### src/rtl/i2c_ack_pkg.sv
package i2c_ack_pkg;
  typedef enum logic [1:0] {
    VERD_ACK       = 2'd0,
    VERD_NACK_RD   = 2'd1,
    VERD_NACK_WR   = 2'd2,
    VERD_NACK_DATA = 2'd3
  } verdict_e;
endpackage

### src/rtl/i2c_ack_policy.sv
module i2c_ack_policy
  import i2c_ack_pkg::*;
(
  input  logic     addr_vld,
  input  logic     addr_rw,
  input  logic     addr_first,
  input  logic     data_vld,
  input  logic     rx_empty,
  input  logic     tx_rdy,
  input  logic     dnr_cfg,
  input  logic     refuse_armed,
  output verdict_e verdict,
  output logic     arm_set,
  output logic     irq_set
);
  logic rd_block;
  logic wr_block;

  // Read refusal only possible at the first address byte; it outranks dnr_cfg.
  assign rd_block = addr_rw && addr_first && !tx_rdy;
  assign wr_block = !addr_rw && !rx_empty;

  always_comb begin
    verdict = VERD_ACK;
    arm_set = 1'b0;
    irq_set = 1'b0;
    if (addr_vld) begin
      if (rd_block) begin
        verdict = VERD_NACK_RD;
      end else if (wr_block) begin
        arm_set = 1'b1;
        if (dnr_cfg) begin
          verdict = VERD_NACK_WR;
          irq_set = addr_first;
        end
      end
    end else if (data_vld && refuse_armed) begin
      verdict = VERD_NACK_DATA;
    end
  end
endmodule

### src/rtl/i2c_ack_txn_state.sv
module i2c_ack_txn_state (
  input  logic clk,
  input  logic rst_n,
  input  logic arm_set,
  input  logic bus_start,
  input  logic bus_stop,
  output logic refuse_armed
);
  always_ff @(posedge clk or negedge rst_n) begin
    if (!rst_n) refuse_armed <= 1'b0;
    else        refuse_armed <= (refuse_armed && !(bus_start || bus_stop)) || arm_set;
  end

  p_clear_on_bus_r8: assert property (@(posedge clk) disable iff (!rst_n)
    (refuse_armed && (bus_start || bus_stop) && !arm_set) |=> !refuse_armed);
  p_hold_armed_r6: assert property (@(posedge clk) disable iff (!rst_n)
    (refuse_armed && !bus_start && !bus_stop) |=> refuse_armed);
endmodule

### src/rtl/i2c_ack_flag.sv
module i2c_ack_flag (
  input  logic clk,
  input  logic rst_n,
  input  logic set_req,
  input  logic clr_req,
  output logic flag
);
  always_ff @(posedge clk or negedge rst_n) begin
    if (!rst_n)       flag <= 1'b0;
    else if (set_req) flag <= 1'b1;
    else if (clr_req) flag <= 1'b0;
  end

  p_sticky_r9: assert property (@(posedge clk) disable iff (!rst_n)
    (flag && !clr_req) |=> flag);
  p_set_wins_r9: assert property (@(posedge clk) disable iff (!rst_n)
    (set_req && clr_req) |=> flag);
endmodule

### src/rtl/i2c_tgt_ack_ctrl.sv
module i2c_tgt_ack_ctrl
  import i2c_ack_pkg::*;
(
  input  logic clk,
  input  logic rst_n,
  input  logic addr_vld,
  input  logic addr_rw,
  input  logic addr_first,
  input  logic data_vld,
  input  logic rx_empty,
  input  logic tx_rdy,
  input  logic dnr_cfg,
  input  logic bus_start,
  input  logic bus_stop,
  input  logic irq_clr,
  output logic dec_vld,
  output logic dec_nack,
  output logic dec_addr,
  output logic irq_dnr
);
  verdict_e verdict;
  logic     arm_set;
  logic     irq_set;
  logic     refuse_armed;

  i2c_ack_policy u_policy (
    .addr_vld     (addr_vld),
    .addr_rw      (addr_rw),
    .addr_first   (addr_first),
    .data_vld     (data_vld),
    .rx_empty     (rx_empty),
    .tx_rdy       (tx_rdy),
    .dnr_cfg      (dnr_cfg),
    .refuse_armed (refuse_armed),
    .verdict      (verdict),
    .arm_set      (arm_set),
    .irq_set      (irq_set)
  );

  i2c_ack_txn_state u_txn (
    .clk          (clk),
    .rst_n        (rst_n),
    .arm_set      (arm_set),
    .bus_start    (bus_start),
    .bus_stop     (bus_stop),
    .refuse_armed (refuse_armed)
  );

  i2c_ack_flag u_flag (
    .clk     (clk),
    .rst_n   (rst_n),
    .set_req (irq_set),
    .clr_req (irq_clr),
    .flag    (irq_dnr)
  );

  always_ff @(posedge clk or negedge rst_n) begin
    if (!rst_n) begin
      dec_vld  <= 1'b0;
      dec_nack <= 1'b0;
      dec_addr <= 1'b0;
    end else begin
      dec_vld  <= addr_vld || data_vld;
      dec_nack <= (addr_vld || data_vld) && (verdict != VERD_ACK);
      dec_addr <= addr_vld;
    end
  end

  p_one_strobe_r2: assert property (@(posedge clk) disable iff (!rst_n)
    !(addr_vld && data_vld));
  p_pulse_r2: assert property (@(posedge clk) disable iff (!rst_n)
    (!addr_vld && !data_vld) |=> !dec_vld);
  p_read_refuse_r3: assert property (@(posedge clk) disable iff (!rst_n)
    (addr_vld && addr_rw && addr_first && !tx_rdy) |=> (dec_vld && dec_nack && dec_addr));
  p_dnr_irq_r4: assert property (@(posedge clk) disable iff (!rst_n)
    (addr_vld && !addr_rw && addr_first && !rx_empty && dnr_cfg) |=> (dec_nack && irq_dnr));
  p_addr_ok_r5: assert property (@(posedge clk) disable iff (!rst_n)
    (addr_vld && !addr_rw && !rx_empty && !dnr_cfg) |=> (dec_vld && !dec_nack));
  p_irq_cause_r4: assert property (@(posedge clk) disable iff (!rst_n)
    $rose(irq_dnr) |-> $past(addr_vld && !addr_rw && addr_first && !rx_empty && dnr_cfg));
endmodule

### config.mk
export PLATFORM = sky130hd
export DESIGN_NAME = i2c_tgt_ack_ctrl
export DESIGN_NICKNAME = d
export VERILOG_FILES = /design/src/rtl/i2c_ack_pkg.sv /design/src/rtl/i2c_ack_policy.sv /design/src/rtl/i2c_ack_txn_state.sv /design/src/rtl/i2c_ack_flag.sv /design/src/rtl/i2c_tgt_ack_ctrl.sv
export SDC_FILE = /design/constraint.sdc
export NUM_CORES = 1
export LEC_CHECK = 0
export BUFFER_PORTS_ARGS = -buffer_cell sky130_fd_sc_hd__buf_2
export CAP_MARGIN = 25
export CELL_PAD_IN_SITES_DETAIL_PLACEMENT = 1
export CELL_PAD_IN_SITES_GLOBAL_PLACEMENT = 1
export CORE_AREA = 3 3 40 42
export CTS_BUF_LIST = sky130_fd_sc_hd__clkbuf_4 sky130_fd_sc_hd__clkbuf_8
export DETAILED_ROUTE_END_ITERATION = 16
export DIE_AREA = 0 0 43 45
export PLACE_DENSITY_LB_ADDON = 0.3
export SLEW_MARGIN = 25
export SYNTH_ARGS = -nofsm -noshare
export SYNTH_HDL_FRONTEND = slang
export SYNTH_HIERARCHICAL = 1
export SYNTH_SLANG_ARGS = --single-unit
### constraint.sdc
create_clock -name clk -period 1.8 [get_ports clk]
set_input_delay 0.36 -clock clk [delete_from_list [all_inputs] [get_ports clk]]
set_output_delay 0.36 -clock clk [all_outputs]
set_load 0.005 [all_outputs]
==> run_results.csv <==
group,metric,value,unit
clock_network,cts_buffer_depth,2,
finish,multi_input_area,85.08,um2
worst_setup_path,r2r-start,"u_txn/refuse_armed$_DFF_PN0_",
worst_setup_path,path_buf_inv,1,
power,power_frac_comb,11.7,%
floorplanning,row_count,13,
finish,finish.utilization,27.07,%
worst_setup_path,r2r_cells,3,
run_status,status,"finished, final reports clean",
yosys,synth_top_area_share,58.48,%
yosys,synth-edff-count,0,
sta,period_minus_slack,1.085,ns
yosys,syn_area,214.0,um2
sta,slew_headroom,87.90,%
routing,final_antenna_net_count,0,
worst_setup_path,startpoint_type,"flop",
yosys,synth_warnings,6,
yosys,synthTopCellsByCount,"dfrtp_1 (5), a21o_1 (2)",
place,portBuffers,15,
worst_setup_path,r2r_setup_slack,0.96,ns
yosys,synth.distinct_cells,12,
routing,drt-wirelength-per-cell,9.808,um
floorplanning,die_y,45,um
worst_setup_path,worstPathArrival,0.73,ns
yosys,async_flop_share,100.0,%
clock_network,cts_resized,0,
floorplanning,io_pins,16,
sta,setup-violations-final,0,
global_routing,grt_usage,6.114,%
routing,routed_wl,510,um
worst_hold_path,holdCritPathClass,"primary input to flop",
routing,dr_total_vias,199,
global_routing,antenna_found_initial,0,
finish,nets,50,
worst_setup_path,reg2reg_to,"dec_nack$_DFF_PN0_",
floorplanning,die_w,43,um
run,cap_violations,0,
finish,fin_cells,52,
worst_hold_path,hp-start,"addr_vld",
clock_network,cts_inserted_buffers,3,
yosys,synth_largest_area_cell,"dfrtp_1",
power,power_frac_clock,47.4,%
floorplanning,dieArea,1935,um2
routing,viasPerCell,3.827,
routing,drcViolationCount,0,
yosys,ys_seq_elements,5,
worst_setup_path,path_delay_family,"flip-flops",
power,power,0.2952,mW
worst_hold_path,min_path_cells,1,
yosys,synth_ff_type,"dfrtp_1",
yosys,post-synth-top-count-cell,"dfrtp_1",
worst_hold_path,hold_end,"dec_addr$_DFF_PN0_",
finish,drive_gt1_share,54.05,%
clock_network,cts-root-buf,"clkbuf_4",
power,leakage,0.1978,nW
power,peakVddDrop,0.1911,mV
power,netSwitchingFraction,19.76,%
place,placed_area,307.8,um2
global_routing,grt_pass1_vias,228,
worst_setup_path,crit_chain,"buf_2",
place,dp.cells,47,
floorplanning,start_util,16.65,%
power,seq_power_share,40.9,%
global_routing,grt-ovfl-total,0,
clock_network,insertion_delay,0.23,ns
global_routing,grt_max_degree,8,
worst_setup_path,crit_path_max_incr_delay,0.37,ns
worst_setup_path,crit_path_end_kind,"output pin",
finish,area_delta_synth_final,62.57,%
place,gp_congestion,0.7371,
clock_network,htreeDepth,1,
floorplanning,coreArea,1285,um2
finish,diodes,0,
yosys,syn_avg_cell_area,12.59,um2
sta,tightest_slew,0.1813,ns
yosys,seq_area_frac_synth,58.48,%
clock_network,cts.sinks,5,
finish,register_area,125.1,um2
sta,tns,0,ns
yosys,synth.area.top_cells,"dfrtp_1 (58%), nor3b_4 (8.8%), a21o_1 (7.0%)",
sta,rsz0062_at_grt,"no",
clock_network,clk_pin_slew,0.04,ns
worst_setup_path,crit_required,1.44,ns
worst_setup_path,path_max_fanout,2,
place,place_hpwl,456.5,um
yosys,syn_inst,17,
sta,slew_violations,0,
routing,drtPass1Iterations,2,
finish,fill_cells,154,
routing,drt_iter0_markers,2,
sta,max_freq,0.9217,GHz
sta,clock-skew-final,0.001596,ns
clock_network,cts_tree,"done",
worst_setup_path,worst-setup-path-type,"flop to output pin",
sta,fin_crit_sh,60.28,%
finish,fin_area,347.8,um2
worst_setup_path,slowest_stage,"dfrtp_1",
power,p_sw,0.05834,mW
global_routing,grt_pass1_wl,821,um
yosys,synth_nets,29,
power,powerDensity,848.7,nW/um2
sta,hold_viol,0,
power,p_int,0.2369,mW
==> sequential cells by signal, indices dropped and copies added, names as in the netlist <==
signal              cells
dec_addr                1
dec_nack                1
u_flag/flag             1
dec_vld                 1
u_txn/refuse_armed      1
==> per-layer routing <==
metal | vias to the layer above | GRT usage, % | share of wire, % | wire (um)
met1 | 87 | 6.618 | 39 | 199
met5 | - | 0 | 0 | 0
met3 | 0 | 0.3984 | 10 | 51
li1 | 101 | - | - | -
met2 | 11 | 8.982 | 51 | 259
met4 | 0 | 9.036 | 0 | 0
==> how the worst max path moves through the flow <==
| stage | slack [ns] | startpoint | cells past startpoint | end |
|---|---|---|---|---|
| 2_1_floorplan | 0.89 | addr_vld | 3 | u_flag/flag$_DFFE_PN0P_ |
| 3_5_place_dp | 0.69 | addr_vld | 4 | u_flag/flag$_DFFE_PN0P_ |
| 6_report | 0.71 | u_flag/flag$_DFFE_PN0P_ | 1 | irq_dnr |
| 4_1_cts | 0.70 | u_flag/flag$_DFFE_PN0P_ | 1 | irq_dnr |
| 3_3_place_gp | 0.71 | addr_vld | 4 | u_flag/flag$_DFFE_PN0P_ |
| 5_1_grt | 0.68 | u_flag/flag$_DFFE_PN0P_ | 1 | irq_dnr |
==> cell type report <==
type                    instances  share of cell area [%]
repair buffers                 16                   24.46
flip-flops and latches          5                   35.97
inverters                       1                   1.079
clock buffers                   4                   8.633
multi-input cells              11                   24.46
well taps                      15                   5.396
==> layout by cell type, fill, tap and decap left out <==
cell	instances
o2bb2ai_1	1
o21ai_0	1
o22a_1	1
clkbuf_4	4
buf_2	15
nor2_1	1
dfrtp_1	5
nand4b_1	1
dlygate4sd3_1	1
nor3b_4	1
and3_1	1
inv_1	1
nand2_1	1
or2_1	1
a21o_1	2
==> repair_timing <==
item                       CTS  global route
hold buffers                 1             0
buffers inserted             0             0
hold endpoints to repair     5             0
setup endpoints to repair    0             0
==> kinds of logic (layout without fill, tap and decap cells) <==
family | count (synthesis) | after routing | synth area share, %
AND/OR/NAND/NOR | 6 | 6 | 22.22
buffers and inverters | 1 | 21 | 1.753
AO/OA/AOI/OAI | 5 | 5 | 17.54
flip-flops | 5 | 5 | 58.48
==> per-stage QoR <==
step	setup slack (ns)	hold WS, ns
finish	0.7150	0.3125
global route	0.6812	0.3109
CTS	0.7011	0.3058
detailed placement	0.6924	0.1744
global placement	0.7088	0.1789
floorplan	0.8870	0.06441
==> power groups by stage <==
stage | sequential [mW] | combinational, mW | clock (mW)
after global placement | 0.122 | 0.0329 | 0
final | 0.121 | 0.0345 | 0.140
after CTS | 0.121 | 0.0353 | 0.146
after detailed placement | 0.123 | 0.0334 | 0
after floorplan | 0.123 | 0.00934 | 0
after global routing | 0.121 | 0.0392 | 0.152
Power figures use the tool's default switching activity.
